$ cat src/rtl/lpm_pkg.sv
package lpm_pkg;

  // mode codes presented on enter_sel
  localparam logic [1:0] SEL_WAIT  = 2'b00;
  localparam logic [1:0] SEL_AHALT = 2'b01;
  localparam logic [1:0] SEL_HALT  = 2'b10;
  localparam logic [1:0] SEL_RSVD  = 2'b11;

  // resolved low-power flavour, latched at entry
  typedef enum logic [1:0] {
    LP_WAIT   = 2'd0,
    LP_AH_ON  = 2'd1,
    LP_AH_OFF = 2'd2,
    LP_HALT   = 2'd3
  } lp_kind_e;

  typedef enum logic [1:0] {
    ST_RUN    = 2'd0,
    ST_SLEEP  = 2'd1,
    ST_SETTLE = 2'd2
  } seq_state_e;

  typedef struct packed {
    logic cpu;
    logic per;
    logic reg_on;
  } gate_t;

  function automatic logic sel_valid(input logic [1:0] sel);
    return sel != SEL_RSVD;
  endfunction

  function automatic lp_kind_e resolve_kind(input logic [1:0] sel, input logic reg_off);
    lp_kind_e k;
    case (sel)
      SEL_WAIT:  k = LP_WAIT;
      SEL_AHALT: k = reg_off ? LP_AH_OFF : LP_AH_ON;
      default:   k = LP_HALT;
    endcase
    return k;
  endfunction

  // regulator was powered down in this flavour -> long settle
  function automatic logic reg_dropped(input lp_kind_e k);
    return (k == LP_AH_OFF) || (k == LP_HALT);
  endfunction

  // which sources may end the given flavour
  function automatic logic wake_hit(input lp_kind_e k, input logic int_i,
                                    input logic ext_i, input logic awu_i);
    logic hit;
    case (k)
      LP_WAIT:   hit = int_i | ext_i | awu_i;
      LP_AH_ON,
      LP_AH_OFF: hit = ext_i | awu_i;
      default:   hit = ext_i;
    endcase
    return hit;
  endfunction

  // clock/regulator mix while asleep
  function automatic gate_t sleep_gates(input lp_kind_e k);
    gate_t g;
    g.cpu    = 1'b0;
    g.per    = (k == LP_WAIT);
    g.reg_on = !reg_dropped(k);
    return g;
  endfunction

  function automatic gate_t gates_for(input seq_state_e st, input lp_kind_e k);
    gate_t g;
    case (st)
      ST_SLEEP:  g = sleep_gates(k);
      ST_SETTLE: begin
        g        = sleep_gates(k);
        g.reg_on = 1'b1;
      end
      default:   g = '{cpu: 1'b1, per: 1'b1, reg_on: 1'b1};
    endcase
    return g;
  endfunction

  // settle length in cycles
  function automatic int unsigned settle_cycles(input logic long_sel,
                                                input int unsigned long_n,
                                                input int unsigned short_n);
    return long_sel ? long_n : short_n;
  endfunction

endpackage

$ cat src/rtl/lpm_wake_qual.sv
module lpm_wake_qual
  import lpm_pkg::*;
(
  input  logic     clk,
  input  logic     rst_n,
  input  logic     armed,
  input  lp_kind_e kind,
  input  logic     int_irq,
  input  logic     ext_irq,
  input  logic     awu_evt,
  output logic     wake_evt
);

  logic src_hit;

  always_comb begin
    src_hit  = wake_hit(kind, int_irq, ext_irq, awu_evt);
    wake_evt = armed & src_hit;
  end

  // any source ends wait
  p_wait_any_src_r6: assert property (@(posedge clk) disable iff (!rst_n)
    armed && kind == LP_WAIT && (int_irq || ext_irq || awu_evt) |-> wake_evt);

  // internal interrupt alone cannot end active-halt
  p_ahalt_int_ignored_r7: assert property (@(posedge clk) disable iff (!rst_n)
    (kind == LP_AH_ON || kind == LP_AH_OFF) && !ext_irq && !awu_evt |-> !wake_evt);

  // halt only ends on the external source
  p_halt_ext_only_r8: assert property (@(posedge clk) disable iff (!rst_n)
    kind == LP_HALT && wake_evt |-> ext_irq);

endmodule

$ cat src/rtl/lpm_settle_timer.sv
module lpm_settle_timer
  import lpm_pkg::*;
#(
  parameter int unsigned SETTLE_LONG  = 64,
  parameter int unsigned SETTLE_SHORT = 2
) (
  input  logic clk,
  input  logic rst_n,
  input  logic load,
  input  logic long_sel,
  output logic active,
  output logic done
);

  localparam int unsigned MAX_N = (SETTLE_LONG > SETTLE_SHORT) ? SETTLE_LONG : SETTLE_SHORT;
  localparam int unsigned CNT_W = $clog2(MAX_N + 1);

  logic [CNT_W-1:0] cnt_q;
  logic [CNT_W-1:0] load_val;

  always_comb begin
    load_val = CNT_W'(settle_cycles(long_sel, SETTLE_LONG, SETTLE_SHORT) - 1);
    done     = active && (cnt_q == '0);
  end

  always_ff @(posedge clk or negedge rst_n) begin
    if (!rst_n) begin
      cnt_q  <= '0;
      active <= 1'b0;
    end else if (load) begin
      cnt_q  <= load_val;
      active <= 1'b1;
    end else if (active) begin
      if (cnt_q == '0) active <= 1'b0;
      else             cnt_q  <= cnt_q - 1'b1;
    end
  end

  // an expired count releases the timer on the next edge
  p_expire_releases_r10: assert property (@(posedge clk) disable iff (!rst_n)
    done && !load |=> !active);

  // a running count never stops early
  p_no_early_stop_r10: assert property (@(posedge clk) disable iff (!rst_n)
    active && !done |=> active);

endmodule

$ cat src/rtl/lpm_ctrl.sv
module lpm_ctrl
  import lpm_pkg::*;
(
  input  logic       clk,
  input  logic       rst_n,
  input  logic       enter_req,
  input  logic [1:0] enter_sel,
  input  logic       reg_off_cfg,
  input  logic       wake_evt,
  input  logic       settle_done,
  output seq_state_e state,
  output lp_kind_e   kind,
  output logic       settle_load,
  output logic       settle_long
);

  seq_state_e state_d;
  lp_kind_e   kind_d;
  logic       entry_ok;

  always_comb begin
    entry_ok    = enter_req && sel_valid(enter_sel);
    state_d     = state;
    kind_d      = kind;
    settle_load = 1'b0;
    settle_long = reg_dropped(kind);
    case (state)
      ST_RUN: begin
        if (entry_ok) begin
          state_d = ST_SLEEP;
          kind_d  = resolve_kind(enter_sel, reg_off_cfg);
        end
      end
      ST_SLEEP: begin
        if (wake_evt) begin
          state_d     = ST_SETTLE;
          settle_load = 1'b1;
        end
      end
      ST_SETTLE: begin
        if (settle_done) state_d = ST_RUN;
      end
      default: state_d = ST_RUN;
    endcase
  end

  always_ff @(posedge clk or negedge rst_n) begin
    if (!rst_n) begin
      state <= ST_RUN;
      kind  <= LP_WAIT;
    end else begin
      state <= state_d;
      kind  <= kind_d;
    end
  end

  // settling never moves straight back to sleep
  p_settle_no_entry_r11: assert property (@(posedge clk) disable iff (!rst_n)
    state == ST_SETTLE |=> state != ST_SLEEP);

  // reserved code leaves run mode untouched
  p_rsvd_stays_run_r5: assert property (@(posedge clk) disable iff (!rst_n)
    state == ST_RUN && enter_sel == SEL_RSVD |=> state == ST_RUN);

  // latched flavour is stable while asleep
  p_kind_held_r3: assert property (@(posedge clk) disable iff (!rst_n)
    state == ST_SLEEP |=> $stable(kind));

endmodule

$ cat src/rtl/lpm_gate_decode.sv
module lpm_gate_decode
  import lpm_pkg::*;
(
  input  seq_state_e state,
  input  lp_kind_e   kind,
  output logic       cpu_clk_en,
  output logic       per_clk_en,
  output logic       main_reg_en,
  output logic       wake_pend
);

  gate_t g;

  always_comb begin
    g           = gates_for(state, kind);
    cpu_clk_en  = g.cpu;
    per_clk_en  = g.per;
    main_reg_en = g.reg_on;
    wake_pend   = (state == ST_SETTLE);
  end

endmodule

$ cat src/rtl/lpm_sequencer.sv
module lpm_sequencer
  import lpm_pkg::*;
#(
  parameter int unsigned SETTLE_LONG  = 64,
  parameter int unsigned SETTLE_SHORT = 2
) (
  input  logic       clk,
  input  logic       rst_n,
  input  logic       enter_req,
  input  logic [1:0] enter_sel,
  input  logic       reg_off_cfg,
  input  logic       int_irq,
  input  logic       ext_irq,
  input  logic       awu_evt,
  output logic       cpu_clk_en,
  output logic       per_clk_en,
  output logic       main_reg_en,
  output logic       wake_pend
);

  seq_state_e state;
  lp_kind_e   kind;
  logic       wake_evt;
  logic       settle_load;
  logic       settle_long;
  logic       settle_active;
  logic       settle_done;
  logic       armed;

  assign armed = (state == ST_SLEEP);

  lpm_ctrl u_ctrl (
    .clk         (clk),
    .rst_n       (rst_n),
    .enter_req   (enter_req),
    .enter_sel   (enter_sel),
    .reg_off_cfg (reg_off_cfg),
    .wake_evt    (wake_evt),
    .settle_done (settle_done),
    .state       (state),
    .kind        (kind),
    .settle_load (settle_load),
    .settle_long (settle_long)
  );

  lpm_wake_qual u_wake (
    .clk      (clk),
    .rst_n    (rst_n),
    .armed    (armed),
    .kind     (kind),
    .int_irq  (int_irq),
    .ext_irq  (ext_irq),
    .awu_evt  (awu_evt),
    .wake_evt (wake_evt)
  );

  lpm_settle_timer #(
    .SETTLE_LONG  (SETTLE_LONG),
    .SETTLE_SHORT (SETTLE_SHORT)
  ) u_timer (
    .clk      (clk),
    .rst_n    (rst_n),
    .load     (settle_load),
    .long_sel (settle_long),
    .active   (settle_active),
    .done     (settle_done)
  );

  lpm_gate_decode u_dec (
    .state       (state),
    .kind        (kind),
    .cpu_clk_en  (cpu_clk_en),
    .per_clk_en  (per_clk_en),
    .main_reg_en (main_reg_en),
    .wake_pend   (wake_pend)
  );

  // a running CPU implies everything else is up and nothing is pending
  p_run_full_r1: assert property (@(posedge clk) disable iff (!rst_n)
    cpu_clk_en |-> per_clk_en && main_reg_en && !wake_pend);

  // no clock runs with the regulator down
  p_reg_off_gates_r4: assert property (@(posedge clk) disable iff (!rst_n)
    !main_reg_en |-> !cpu_clk_en && !per_clk_en);

  // pending wake has regulator up and CPU still stopped
  p_pend_reg_on_r9: assert property (@(posedge clk) disable iff (!rst_n)
    wake_pend |-> main_reg_en && !cpu_clk_en);

  // pending flag and settle timer agree
  p_pend_timer_r9: assert property (@(posedge clk) disable iff (!rst_n)
    wake_pend == settle_active);

  // peripheral gate frozen through settling
  p_pend_per_stable_r9: assert property (@(posedge clk) disable iff (!rst_n)
    wake_pend && $past(wake_pend) |-> $stable(per_clk_en));

  // pending wake ends only in run mode
  p_pend_to_run_r11: assert property (@(posedge clk) disable iff (!rst_n)
    wake_pend |=> wake_pend || cpu_clk_en);

endmodule

$ cat config.mk
export PLATFORM = sky130hd
export DESIGN_NAME = lpm_sequencer
export DESIGN_NICKNAME = d
export VERILOG_FILES = /design/src/rtl/lpm_pkg.sv /design/src/rtl/lpm_wake_qual.sv /design/src/rtl/lpm_settle_timer.sv /design/src/rtl/lpm_ctrl.sv /design/src/rtl/lpm_gate_decode.sv /design/src/rtl/lpm_sequencer.sv
export SDC_FILE = /design/constraint.sdc
export NUM_CORES = 1
export LEC_CHECK = 0
export BUFFER_PORTS_ARGS = -buffer_cell sky130_fd_sc_hd__buf_4
export CAP_MARGIN = 20
export CORE_AREA = 2 2 46 65
export CTS_CLUSTER_DIAMETER = 30
export CTS_CLUSTER_SIZE = 40
export DETAILED_ROUTE_END_ITERATION = 8
export DIE_AREA = 0 0 48 67
export GPL_ROUTABILITY_DRIVEN = 0
export GPL_TIMING_DRIVEN = 0
export RECOVER_POWER = 100
export SLEW_MARGIN = 40
export SYNTH_ARGS = -nofsm -noshare
export SYNTH_HDL_FRONTEND = slang
export SYNTH_SLANG_ARGS = --single-unit
$ cat constraint.sdc
create_clock -name clk -period 2.7 [get_ports clk]
set_input_delay 0.135 -clock clk [delete_from_list [all_inputs] [get_ports clk]]
set_output_delay 0.135 -clock clk [all_outputs]
set_load 0.02 [all_outputs]
Word-level counts from Yosys, hierarchy flattened --
Index checks and enable logic that the tools add are counted.
Cells by class: $mul 0, bitwise operators 4, equal/unequal tests 11, shift operators 0, $lt $le $gt $ge 0, multiplexer cells 17, div/mod/pow operators 0, reductions and logical operators 13, $add $sub $neg 2
Operators by type and width (count):
- $mux 7 | 4
- $sub 7x1->7 const B | 2
- $mux 2 | 4
- $logic_not 7->1 | 1
- $eq 2x1->1 const B | 3
- $eq 2x2->1 const B | 3
- $logic_not 2->1 | 3
- $ne 2x2->1 const B | 3
- $pmux 2 s3 | 1
- $pmux 3 s2 | 1
- $mux 1 | 5
- $ne 2x1->1 const B | 2
- $pmux 2 s2 | 1
- $reduce_and 2->1 | 2
- $or 1x1->1 | 3
- $reduce_and 3->1 | 1
- $logic_and 1x1->1 | 2
- $pmux 1 s2 | 1
- $reduce_bool 2->1 | 1
- $reduce_or 2->1 | 1
- $and 1x1->1 | 1
- $logic_not 1->1 | 1
- $logic_or 1x1->1 | 1
Word-level totals: bits in registers 12, word-level logic and storage cells 51, bits in read-only memories 0, memories kept 0, RAM bits 0, input bits 9, latch bits 0

Depth between registers and ports, before layout --
depth in word-level cells 8, mapped depth 10, gate-level depth less buffers 10

By module --
Synthesis repeated with hierarchy kept, for this count alone.
Second synthesis, totals: cells, all modules 86, area total of the unflattened synthesis 814.5 um^2
By module, submodules not included:
- lpm_settle_timer | cells each 50, instances 1, area each 504.2 um^2
- lpm_ctrl | cells each 21, instances 1, area each 196.4 um^2
- lpm_gate_decode | cells each 10, instances 1, area each 65.1 um^2
- lpm_wake_qual | cells each 4, instances 1, area each 35.0 um^2
- lpm_sequencer | cells each 1, instances 1, area each 13.8 um^2

Least setup slack after synthesis --
OpenSTA, ideal clock, no wires.
path type register to register, start register u_ctrl.kind[0], end register u_timer.cnt_q[2], cell stages (with the launch flop) 11, data required time 2.613 ns, slack 0.334 ns, arrival 2.279 ns, library setup time 0.087 ns, period minus slack after synthesis 2.366 ns, path through dfrtp_1 inv_1 ha_1 nor3b_1 o31ai_4 clkbuf_1 a21oi_1 ha_1 inv_1 or3_1 o211ai_1
On the way: cells in the longest elaborated chain, start to end 8, elaborated cells on any way between the ends 16, those cells by class 1 x add/sub; 4 x eq/ne; 5 x mux; 1 x bitwise; 5 x reduce/logical
Ends and longest elaborated chain:
- start: declaration | line lpm_ctrl.sv:12 | output lp_kind_e kind,
- start signal: assignment | line lpm_ctrl.sv:53 | kind <= kind_d;
- $eq 2x2->1 or $eq 2x1->1 (tied branches) | line lpm_pkg.sv:45, lpm_pkg.sv:52
- $reduce_or 2->1 | line lpm_pkg.sv:52 | case (k)
- $pmux 1 s2 | line lpm_pkg.sv:52
- $and 1x1->1 | line lpm_wake_qual.sv:18 | wake_evt = armed & src_hit;
- $mux 1 | line lpm_ctrl.sv:35 | if (wake_evt) begin
- $mux 1 | line lpm_ctrl.sv:27 | case (state)
- $ne 2x2->1 (no source line) or $reduce_bool 2->1 (tied branches)
- $reduce_and 2->1 (no source line)
- end signal: assignment | line lpm_settle_timer.sv:31 | cnt_q <= load_val;
- end signal: assignment | line lpm_settle_timer.sv:35 | else cnt_q <= cnt_q - 1'b1;
- end: declaration | line lpm_settle_timer.sv:18 | logic [CNT_W-1:0] cnt_q;
Several ways; a longest one is shown, not always the timed one. A chain may end at the register's enable or synchronous reset.

Final worst setup path --
Ends and elaborated chain as after synthesis.

==> metrics.md <==
| Metric | Value |
|---|---|
| Fin. max-slew vios | `0` |
| Total negative setup slack | `0 ns` |
| Outcome | `completed` |
| Total number of vias | `694` |
| Std cell rows | `22` |
| Bufs and invs on worst path | `3` |
| Clock latency on the worst-skew pair | `between 0.2 and 0.3 ns` |
| Leak | `0.454 nW` |
| Crit. End Element | `flip-flop` |
| Required time worst endpoint | `2.90 ns` |
| Diode count | `0` |
| CP max-delay cell | `dfrtp_1` |
| EDFF count, synth | `0` |
| Mapped Area | `828 um^2` |
| Setup violators final | `0` |
| Clk_skew | `0.00339 ns` |
| DRC violations left | `0` |
| DIE WIDTH | `around 48 um` |
| Reg2reg start | `u_ctrl.kind[0]` |
| Reg clk slew, reported paths | `0.08 ns` |
| Synth async-reset ratio | `100%` |
| Crit Reg-Reg Endpoint | `u_timer.cnt_q[2]` |
| Final WL | `about 1700 um` |
| Initial antenna violation count | `0` |
| Synthesis-to-layout area growth | `18.4%` |
| CORE AREA | `2620 um^2` |
| Vias in the first global route | `~740` |
| CTS Sinks | `12` |
| Syn Inst Count | `86` |
| GR Util met3 | `1.63%` |
| H-tree levels | `1` |
| Worst-path maximum fanout | `10` |
| Most used DFF post-synth | `dfrtp_1` |
| Clk buf depth | `2` |
| Placed insts | `134` |
| Overall power | `roughly 1.2 mW` |
| Yosys warns | `0` |
| Hold Vio Cnt, Final | `0` |
| Cell family with most CP delay | `simple AND/OR/NAND/NOR gates` |
| Max-Cap Viols | `0` |
| Relative slew slack | `50.7%` |
| Worst hold stages | `3` |
| Unique masters post-synth | `34` |
| Met2 usage | `21.7%` |
| Die footprint | `3220 um^2` |
| Worst-case reg-to-reg path depth | `10` |
| Crit Path Class | `flip-flop to flip-flop` |
| Root buf cell | `clkbuf_4` |
| First-pass DRT Iterations | `2` |
| Maximum clock rate | `410 MHz` |
| Hold_sp | `reg_off_cfg` |
| # IOs | `13` |
| Slowest cell delay on critical path | `0.38 ns` |
| First-pass GRT wire length | `2970 um` |
| Critical path data arrival time | `between 2 and 3 ns` |
| Syn_nets | `102` |
| Largest net degree at the start of global routing | `13` |
| Hold crit path type | `input pin to flip-flop` |
| Worst hold path endpoint | `u_ctrl.kind[1]` |
| Register area share after synthesis | `36.3%` |
| Tcrit/Tclk final | `approximately nine tenths` |
| Via density | `4.99` |
| Min Tclk post-route | `2.44 ns` |
| RSZ-0062 raised after global routing | `no` |
| GRT Util Overall | `13.3%` |
| Cts bufs inserted | `3` |
| Post-DR wirelength/cell | `roughly 12 um` |
| Port Buffer Count | `12` |
| GRT busiest layer | `met2` |
| Dpl hpwl | `1340 um` |
| Die Span Y | `about 67 um` |
| Share of cells above drive strength 1 | `15.5%` |
| Final cell count without fillers | `139` |
| Nets | `120` |
| CP Depth | `10` |
| PwrDens | `approximately 1300 nW/um^2` |
| Initial core utilization | `between 30% and 40%` |
| Slew @ Worst Pin | `0.730 ns` |
| Crit-path cells | `inv_1 > ha_1 > nor3b_4 > o31ai_4 > clkbuf_2 > a21oi_1 > ha_1 > inv_1 > or3_1 > o211ai_1` |
| Crit path launch type | `flip-flop` |
| CTS tree | `done` |
| Total congestion overflow | `0` |
| Met1 usage in global routing | `between 10% and 20%` |
| 1st-iter DRT viols | `13` |
| R2R setup slack | `0.26 ns` |
| FF+latch count, synth | `12` |
| Worst VDD drop | `550 uV` |
| Routed Antenna Nets | `0` |
| Avg Inst Size Synth | `9.63 um^2` |
-- sequential cells by signal, indices dropped and copies added (netlist names) --
name / count
u_ctrl.kind: 2
u_timer.cnt_q: 7
u_timer.active: 1
u_ctrl.state: 2
-- timing repair --
item | CTS | global route
hold buffers | 1 | 0
gates resized for setup | 1 | 3
setup endpoints to repair | 1 | 2
endpoints found under the hold margin | 12 | 0
buffers inserted | 0 | 0
-- final cells by class --
class	instances	area (um^2)
tap	36	45.0
sequential	12	300
clock buffer	4	36.3
multi-input combinational	64	479
timing repair buffer	13	81.3
buffer	1	5.00
fill	287	1630
inverter	9	33.8
-- metal layers --
| layer | vias to the layer above | part of all wire, % |
|---|---|---|
| li1 | 347 | - |
| met1 | 332 | 41 |
| met2 | 11 | 52 |
| met3 | 4 | 3.0 |
| met4 | 0 | 3.6 |
| met5 | - | 0 |
-- layout by cell type, fill, tap and decap left out, types with 2 or more instances in the layout --
master	instances
buf_4	7
ha_1	7
nand3_1	2
nand2_1	8
o32a_1	2
or3_1	2
inv_1	9
clkbuf_4	3
nor3_1	3
o21ai_0	2
nor2_1	8
a21oi_1	5
clkbuf_1	5
nor2b_1	2
a31oi_1	2
dfrtp_1	12
mux2i_1	2
a211o_1	2
-- worst register-to-register path: stages (launching register included) --
cell	delay, ns
dfrtp_1	0.38
inv_1	0.08
ha_1	0.33
nor3b_4	0.27
o31ai_4	0.12
clkbuf_2	0.21
a21oi_1	0.19
ha_1	0.26
inv_1	0.09
or3_1	0.34
o211ai_1	0.09
-- per-stage QoR --
stage / utilization, % / setup WS [ns] / instance area (um^2) / hold WS, ns
global route: 37.5 / 0.0324 / 981 / 0.115
CTS: 38.8 / 0.166 / 1010 / 0.112
floorplan: - / 0.334 / 828 / -0.161
global placement: 36.8 / 0.106 / 963 / -0.0125
finish: 37.5 / 0.263 / 981 / 0.110
detailed placement: 36.8 / -0.000704 / 963 / -0.0107
-- synthesized netlist by cell type (2+ instances only) --
cell      n  area (um^2)
dfrtp_1  12          300
inv_1     9         33.8
nand2_1   8         30.0
nor2_1    8         30.0
ha_1      7         87.6
a21oi_1   5         25.0
nor3_1    3         15.0
a211o_1   2         17.5
a31oi_1   2         12.5
mux2i_1   2         20.0
nand3_1   2         10.0
nor2b_1   2         12.5
o32a_1    2         20.0
or3_1     2         12.5
-- power breakdown --
part	switching, mW	total [mW]	internal (mW)
Sequential	0.0994	0.372	0.272
Clock	0.0684	0.150	0.0821
Combinational	0.411	0.713	0.302
Total	0.579	1.23	0.656
-- cell families after synthesis --
family                     share of synthesized area (%)
and+or+nand+nor                                     21.1
AOI/OAI and AO/OA                                   23.0
DFF                                                 36.3
muxes                                               2.42
adders and majority gates                           10.6
buffers and inverters                               4.53
xor gates and xnor gates                            2.12
-- worst max path at each step --
stage | start | endpoint | slack (ns)
2_1_floorplan | u_ctrl.kind[0] | u_timer.cnt_q[2] | 0.33
3_3_place_gp | u_ctrl.kind[0] | u_timer.cnt_q[2] | 0.11
3_5_place_dp | u_ctrl.kind[0] | u_timer.cnt_q[2] | -0.0007
4_1_cts | u_ctrl.kind[0] | u_timer.cnt_q[2] | 0.17
5_1_grt | u_ctrl.kind[0] | u_timer.cnt_q[4] | 0.03
6_report | u_ctrl.kind[0] | u_timer.cnt_q[2] | 0.26
Note: power is estimated with default switching activity, not from simulation.
